[config.mk]
export PLATFORM = sky130hd
export DESIGN_NAME = trap_pc_ctrl
export DESIGN_NICKNAME = d
export VERILOG_FILES = /design/src/rtl/trap_pc_pkg.sv /design/src/rtl/trap_pc_sel.sv /design/src/rtl/trap_pc_link.sv /design/src/rtl/trap_pc_next.sv /design/src/rtl/trap_pc_ctrl.sv
export SDC_FILE = /design/constraint.sdc
export NUM_CORES = 1
export LEC_CHECK = 0
export BUFFER_PORTS_ARGS = -buffer_cell sky130_fd_sc_hd__buf_4
export CAP_MARGIN = 5
export CORE_MARGIN = 2
export CORE_UTILIZATION = 32
export DETAILED_ROUTE_END_ITERATION = 8
export GPL_ROUTABILITY_DRIVEN = 0
export SKIP_LAST_GASP = 1
export SLEW_MARGIN = 30
export SYNTH_ARGS = -nofsm -noshare
export SYNTH_HDL_FRONTEND = slang
export SYNTH_SLANG_ARGS = --single-unit
[constraint.sdc]
create_clock -name clk -period 1.3 [get_ports clk]
set_input_delay 0.065 -clock clk [delete_from_list [all_inputs] [get_ports clk]]
set_output_delay 0.065 -clock clk [all_outputs]
set_load 0.01 [all_outputs]
[src/rtl/trap_pc_pkg.sv]
package trap_pc_pkg;

  // Path chosen for the next program counter.
  typedef enum logic [1:0] {
    PATH_SEQ    = 2'd0,
    PATH_TRAP   = 2'd1,
    PATH_RETURN = 2'd2
  } pc_path_e;

endpackage

[src/rtl/trap_pc_sel.sv]
// Priority decode of the special-instruction strobes: trap beats return,
// and anything else (including a no-op) takes the sequential path.
module trap_pc_sel
  import trap_pc_pkg::*;
(
  input  logic     trap_i,
  input  logic     rfe_i,
  input  logic     nop_i,
  output pc_path_e path_o,
  output logic     trap_fire_o,
  output logic     ret_fire_o,
  output logic     seq_fire_o,
  output logic     nop_fire_o
);

  always_comb begin
    trap_fire_o = trap_i;
    ret_fire_o  = rfe_i & ~trap_i;
    seq_fire_o  = ~trap_i & ~rfe_i;
    nop_fire_o  = nop_i & ~trap_i & ~rfe_i;
    if (trap_i)     path_o = PATH_TRAP;
    else if (rfe_i) path_o = PATH_RETURN;
    else            path_o = PATH_SEQ;
  end

endmodule

[src/rtl/trap_pc_link.sv]
// Exception return register: written with PC + delay-slot span on a trap only.
module trap_pc_link #(
  parameter int XLEN       = 32,
  parameter int SLOT_BYTES = 8
) (
  input  logic            clk,
  input  logic            rst_n,
  input  logic            trap_fire_i,
  input  logic [XLEN-1:0] pc_i,
  output logic [XLEN-1:0] ret_addr_o
);

  localparam logic [XLEN-1:0] SLOT_SPAN = XLEN'(SLOT_BYTES);

  function automatic logic [XLEN-1:0] link_addr(input logic [XLEN-1:0] pc);
    return pc + SLOT_SPAN;
  endfunction

  always_ff @(posedge clk) begin
    if (!rst_n)           ret_addr_o <= '0;
    else if (trap_fire_i) ret_addr_o <= link_addr(pc_i);
  end

endmodule

[src/rtl/trap_pc_next.sv]
// Registered next-PC mux and redirect flag.
module trap_pc_next
  import trap_pc_pkg::*;
#(
  parameter int XLEN       = 32,
  parameter int NAME_W     = 26,
  parameter int STEP_BYTES = 4
) (
  input  logic              clk,
  input  logic              rst_n,
  input  pc_path_e          path_i,
  input  logic [XLEN-1:0]   pc_i,
  input  logic [NAME_W-1:0] name_i,
  input  logic [XLEN-1:0]   ret_addr_i,
  output logic [XLEN-1:0]   next_pc_o,
  output logic              redirect_o
);

  localparam int              PAD_W     = XLEN - NAME_W;
  localparam logic [XLEN-1:0] STEP_SPAN = XLEN'(STEP_BYTES);

  function automatic logic [XLEN-1:0] seq_addr(input logic [XLEN-1:0] pc);
    return pc + STEP_SPAN;
  endfunction

  function automatic logic [XLEN-1:0] trap_addr(input logic [NAME_W-1:0] nm);
    return {{PAD_W{1'b0}}, nm};
  endfunction

  logic [XLEN-1:0] pc_d;
  logic            redir_d;

  always_comb begin
    unique case (path_i)
      PATH_TRAP:   begin pc_d = trap_addr(name_i); redir_d = 1'b1; end
      PATH_RETURN: begin pc_d = ret_addr_i;        redir_d = 1'b1; end
      default:     begin pc_d = seq_addr(pc_i);    redir_d = 1'b0; end
    endcase
  end

  always_ff @(posedge clk) begin
    if (!rst_n) begin
      next_pc_o  <= '0;
      redirect_o <= 1'b0;
    end else begin
      next_pc_o  <= pc_d;
      redirect_o <= redir_d;
    end
  end

endmodule

[src/rtl/trap_pc_ctrl.sv]
module trap_pc_ctrl
  import trap_pc_pkg::*;
#(
  parameter int XLEN       = 32,
  parameter int NAME_W     = 26,
  parameter int STEP_BYTES = 4,
  parameter int SLOT_BYTES = 8
) (
  input  logic              clk,
  input  logic              rst_n,
  input  logic [XLEN-1:0]   pc_i,
  input  logic [NAME_W-1:0] name_i,
  input  logic              trap_i,
  input  logic              rfe_i,
  input  logic              nop_i,
  output logic [XLEN-1:0]   next_pc_o,
  output logic              redirect_o,
  output logic [XLEN-1:0]   ret_addr_o
);

  pc_path_e path;
  logic     trap_fire, ret_fire, seq_fire, nop_fire;

  trap_pc_sel u_sel (
    .trap_i      (trap_i),
    .rfe_i       (rfe_i),
    .nop_i       (nop_i),
    .path_o      (path),
    .trap_fire_o (trap_fire),
    .ret_fire_o  (ret_fire),
    .seq_fire_o  (seq_fire),
    .nop_fire_o  (nop_fire)
  );

  trap_pc_link #(.XLEN(XLEN), .SLOT_BYTES(SLOT_BYTES)) u_link (
    .clk         (clk),
    .rst_n       (rst_n),
    .trap_fire_i (trap_fire),
    .pc_i        (pc_i),
    .ret_addr_o  (ret_addr_o)
  );

  trap_pc_next #(.XLEN(XLEN), .NAME_W(NAME_W), .STEP_BYTES(STEP_BYTES)) u_next (
    .clk        (clk),
    .rst_n      (rst_n),
    .path_i     (path),
    .pc_i       (pc_i),
    .name_i     (name_i),
    .ret_addr_i (ret_addr_o),
    .next_pc_o  (next_pc_o),
    .redirect_o (redirect_o)
  );

endmodule

==> impl_metrics.ini, run 1 <==
[logic_synthesis]
synth_cells = 445
synth_nets = 510
avgSynthCellArea_um2 = 7.89
synth_flop_cell = dfxtp_1
netlist_area_um2 = 3510
synth.area.top_cells = dfxtp_1 (37%), xnor2_1 (8.0%), a21oi_1 (7.0%), nor2_1 (6.2%), xor2_1 (5.7%)
synth_top_cell_area_share_pct = 37.1
synth_cell_types = 34
yosys_register_bits = 65
synthArstFlopShare_pct = 0
yosys.area.top_type = dfxtp_1
synth.most_common_cell = dfxtp_1
ys_warn_count = 0
ys_seq_area_share_pct = 37.1
synth-edff-count = 0
yosys-top-cells-count = dfxtp_1 (65), nor2_1 (58), a21oi_1 (49)

[sta]
worst_pin_slew_ns = 0.377
max-slew-margin-rel_pct = 74.6
rsz0062_at_grt = no
period_share_pct = 90.9
setup_tns_ns = 0
hold_viol = 0
period_needed_ns = 1.18
slew_violations = 0
finalSetupViolations = 0
max_freq_mhz = 846
finClkSkew_ns = 0.00283

[pwr]
irDropWorstVdd_uv = 423
power_leakage_uw = 0.00226
power_uw = 5480
power_density_nw_per_um2 = 1020

[critical_path]
end_kind = register
path_max_fanout = 5
critPathRequiredTime_ns = 1.54
cp-start-kind = input pin
setup.worst_path.class = input pin to register
arrival_ns = 1.42

[cts]
htreeDepth = 3
tritoncts = built
cts.sink_count = 65
root_buffer = clkbuf_8
clkTransAtPathRegs_ns = 0.07
clock_path_buffers = 2
insertion_delay_ns = 0.35
numCtsBuffers = 9
post_cts_buffers = 0
ctsResizeCount = 0

[global_route]
grt_pass1_vias = 3637
grt_max_degree = 57
grt_overflow = 0
grt_usage_pct = 20.3
antenna_found_initial = 0
grt_pass1_wl_mm = 18.5

[hold_path]
hold_path_class = input pin to register

[run]
max_cap_viol_count = 0

[cells_and_area]
postLayoutCoreUtil_pct = 50.0
seqCellArea_um2 = 1300
finalNetCount = 690
fillers = 1077
n_antenna_cell = 0
synthToLayoutAreaGrowth_pct = 53.9
drive_gt1_share_pct = 35.2
multi_input_area_um2 = 2040

[drt]
initialDrtViolationCount = 187
vias_per_cell = 4.82
ant_nets = 0
drc_errors = 0
vias = 3710
firstDrtPassIters = 4
wirelength_mm = 11.6
wl_per_cell_um = 15.1

[status]
outcome = finished, final reports clean

[die]
die_w_um = 109
dieArea_um2 = 11800
core_um2 = 10800
die_h_um = 109
num_rows = 38
start_util_pct = 32.5
io_pins = 128

[place]
port_buffers = 126
place_hpwl_mm = 8.78
[state kept, by name (all words and copies together) (netlist names)]
register and cells:
u_link.ret_addr_o 32, u_next.next_pc_o 32, u_next.redirect_o 1
[final cells by class]
type	instances	area share, %
multi-input combinational	336	37.7
timing repair buffer	209	30.1
sequential	65	24.1
tap	140	3.24
clock buffer	11	2.62
clock inverter	5	1.90
inverter	4	0.278
[repair_timing]
action / 4_1_cts / 5_1_grt
hold endpoints to repair: 18 / 0
hold buffers: 18 / 0
endpoints found under the setup margin: 0 / 0
[per-layer routing]
metal | up-vias | track usage (%) | share of wire, % | wire length (µm)
li1 | 1906 | - | - | -
met1 | 1703 | 27.0 | 47 | 5430
met2 | 90 | 33.3 | 47 | 5500
met3 | 11 | 3.89 | 4.7 | 544
met4 | 0 | 6.14 | 1.2 | 142
met5 | - | 0 | 0 | 0
[logic make-up (layout without fill, tap and decap cells)]
family,Yosys count,count (layout),share of synthesized area (%)
multiplexers,9,9,2.57
AND/OR/NAND/NOR,164,164,23.9
buffers and inverters,44,229,5.70
adder cells (fa/ha/maj),2,2,0.713
XOR/XNOR,55,55,13.7
AO/OA/AOI/OAI,106,106,16.4
flip-flops,65,65,37.1
[final timing paths]
path | from | end | slack [ns] | depth (start not counted)
setup / recovery | pc_i[3] | u_link.ret_addr_o[29] | 0.12 | 7
hold / removal | name_i[19] | u_next.next_pc_o[19] | 0.02 | 3
setup reg to reg | u_link.ret_addr_o[6] | u_next.next_pc_o[6] | 0.42 | 4
hold reg to reg | u_link.ret_addr_o[3] | u_link.ret_addr_o[3] | 0.50 | 2
[worst max-delay path, stage by stage]
cell and delay [ns]:
buf_4 0.10, ha_2 0.21, and3_1 0.30, nand4_2 0.27, nor4_2 0.25, xnor2_1 0.15
a21oi_1 0.08
[where the power goes]
part | switching, µW | leakage, µW | total (µW) | internal, µW
registers | 76.0 | 0.000539 | 2200 | 2130
clock network | 836 | 0.000120 | 2160 | 1320
logic | 543 | 0.00161 | 1120 | 575
[cells in the final DEF, fill, tap and decap left out, types with 4 or more instances in the layout]
| cell type | n |
|---|---|
| dlygate4sd3_1 | 18 |
| clkbuf_8 | 10 |
| nand2_1 | 38 |
| o21ai_0 | 32 |
| and4_1 | 4 |
| nor2_1 | 58 |
| inv_1 | 4 |
| nor3_1 | 7 |
| nand3_1 | 19 |
| xnor2_1 | 32 |
| o22ai_1 | 16 |
| nand4_1 | 14 |
| nor3_2 | 5 |
| a211oi_1 | 8 |
| xor2_1 | 23 |
| buf_4 | 190 |
| mux2i_1 | 9 |
| a21oi_1 | 49 |
| dfxtp_1 | 65 |
[through the flow]
stage               cells  area (µm²)  hold WS [ns]  setup WS (ns)
global route          770        5400       0.00496         0.0268
floorplan             445        3540         0.164       0.000483
detailed placement    736        4980         0.287         -0.272
CTS                   770        5400      0.000996          0.118
global placement      736        4980         0.282         -0.250
finish                770        5400        0.0177          0.118
No activity file was read; power rests on OpenSTA's default activity.
==> run 2, diff against run 1 <==
--- a/config.mk
+++ b/config.mk
@@ -11,6 +11,7 @@
 export CORE_UTILIZATION = 32
 export DETAILED_ROUTE_END_ITERATION = 8
 export GPL_ROUTABILITY_DRIVEN = 0
+export GPL_TIMING_DRIVEN = 0
 export SKIP_LAST_GASP = 1
 export SLEW_MARGIN = 30
 export SYNTH_ARGS = -nofsm -noshare
==> run 2 against run 1 <==
Net effect: routed wire length is 1.6% higher; clock power is 19% lower; hold slack worse by 0.010 ns; maximum frequency is 5.6% lower; non-clock buffer count is 44 lower; global-route usage is 0.40 points lower; final area is 8.3% lower; die area stayed put; critical endpoint is now u_next.next_pc_o[24]; largest cell class unchanged.
==> impl_metrics.ini, run 2 (synthesis results as in run 1) <==
[status]
outcome = finished, final reports clean

[drt]
firstDrtPassIters = 7
drc_errors = 0
vias = 3648
vias_per_cell = 5.02
wl_per_cell_um = 16.3
wirelength_mm = 11.8
ant_nets = 0
initialDrtViolationCount = 283

[cts]
cts.sink_count = 65
root_buffer = clkbuf_8
clock_path_buffers = 2
htreeDepth = 3
tritoncts = built
clkTransAtPathRegs_ns = 0.07
insertion_delay_ns = 0.36
numCtsBuffers = 9

[die]
io_pins = 128
num_rows = 38
start_util_pct = 32.5
die_h_um = 109
core_um2 = 10800
die_w_um = 109
dieArea_um2 = 11800

[place]
port_buffers = 110
place_hpwl_mm = 8.94
placed_cells = 695
dpl_cell_area_um2 = 4540

[critical_path]
end_kind = register
setup.worst_path.class = input pin to register
arrival_ns = 1.48
path_max_fanout = 8
critPathRequiredTime_ns = 1.53
cp-start-kind = input pin

[sta]
worst_pin_slew_ns = 0.666
finClkSkew_ns = 0.00779
period_share_pct = 96.3
max_freq_mhz = 799
rsz0062_at_grt = yes
period_needed_ns = 1.25
finalSetupViolations = 0
max-slew-margin-rel_pct = 55.6
hold_viol = 0
slew_violations = 0
setup_tns_ns = 0

[cells_and_area]
reg_top3 = u_link.ret_addr_o: 32 flops, u_next.next_pc_o: 32 flops, u_next.redirect_o: 1 flops
final_common_cell = buf_4
finalNetCount = 646
final_cell_mix = buf_4 (116), dfxtp_1 (65), nor2_1 (58)
finalNonFillerCells = 726
drive_gt1_share_pct = 28.8
synthToLayoutAreaGrowth_pct = 41.0
postLayoutCoreUtil_pct = 45.9
n_antenna_cell = 0
stdcell_area_um2 = 4950

[pwr]
irDropWorstVdd_uv = 510
power_uw = 4990
power_density_nw_per_um2 = 1010
power_leakage_uw = 0.00195

[hold_path]
hold_path_class = input pin to register

[global_route]
met3_usage_pct = 4.96
grt_usage_pct = 19.9
grt_max_degree = 13
grt.busiest_layer = met2
gr-usage-met1_pct = 26.4
grt_pass1_wl_mm = 17.8
grt_overflow = 0
antenna_found_initial = 0
grt_pass1_vias = 3345
met2_usage_pct = 31.3

[run]
max_cap_viol_count = 0
run 2: cell count changes in the layout (fill, tap and decap cells not counted), moves of 2 or more:
| cell | before | now |
|---|---|---|
| bufinv_16 | 3 | 1 |
| buf_2 | 0 | 7 |
| clkbuf_1 | 1 | 16 |
| dlygate4sd3_1 | 18 | 15 |
| buf_4 | 190 | 116 |
| nor3_1 | 7 | 4 |
| buf_1 | 0 | 4 |
| clkbuf_2 | 0 | 6 |
| clkinvlp_4 | 1 | 3 |
| nor3_2 | 5 | 7 |
run 2: stage by stage:
step                setup WS, ns  hold WS [ns]
global placement          -0.436         0.296
detailed placement        -0.466         0.301
CTS                      0.00941       0.00239
floorplan               0.000483         0.164
finish                    0.0484       0.00752
global route             -0.0417       0.00662
run 2: path summary, 6_finish.rpt:
kind / startpoint / end / slack, ns / cells after the start
max reg2reg: u_link.ret_addr_o[6] / u_next.next_pc_o[6] / 0.40 / 4
min: name_i[25] / u_next.next_pc_o[25] / 0.008 / 3
min reg2reg: u_link.ret_addr_o[7] / u_link.ret_addr_o[7] / 0.50 / 2
max: pc_i[2] / u_next.next_pc_o[24] / 0.05 / 7
run 2: timing repair:
item / in CTS / in global routing
buffers inserted: 0 / 0
gates resized for setup: 4 / 15
pin swaps: 0 / 1
cloned: 0 / 0
hold buffers: 15 / 0
hold endpoints to repair: 15 / 0
endpoints found under the setup margin: 10 / 32
run 2: per-layer routing:
metal  vias to the layer above  part of all wire, %
li1                       1818                    -
met1                      1672                   43
met2                       143                   47
met3                        15                  8.1
met4                         0                  1.7
met5                         -                    0
run 2: final cells by class:
cell class	instances	area [µm²]
plain buffers	40	193
clock buffers	9	124
clock inverters	7	71.3
fillers	1063	5840
inverters	4	15.0
multi-input cells	336	2090
flip-flops and latches	65	1300
well taps	140	175
repair buffers	125	976
run 2: report_power, final:
group	switching, µW	total (µW)	internal (µW)
registers	73.2	2200	2130
logic	550	1040	488
clock network	871	1750	880
total	1490	4990	3500
run 2: critical path, stage by stage:
cell	delay (ns)
buf_4	0.16
ha_2	0.23
nand3_2	0.16
or3_4	0.45
nor3_2	0.14
xnor2_1	0.16
o22ai_1	0.11
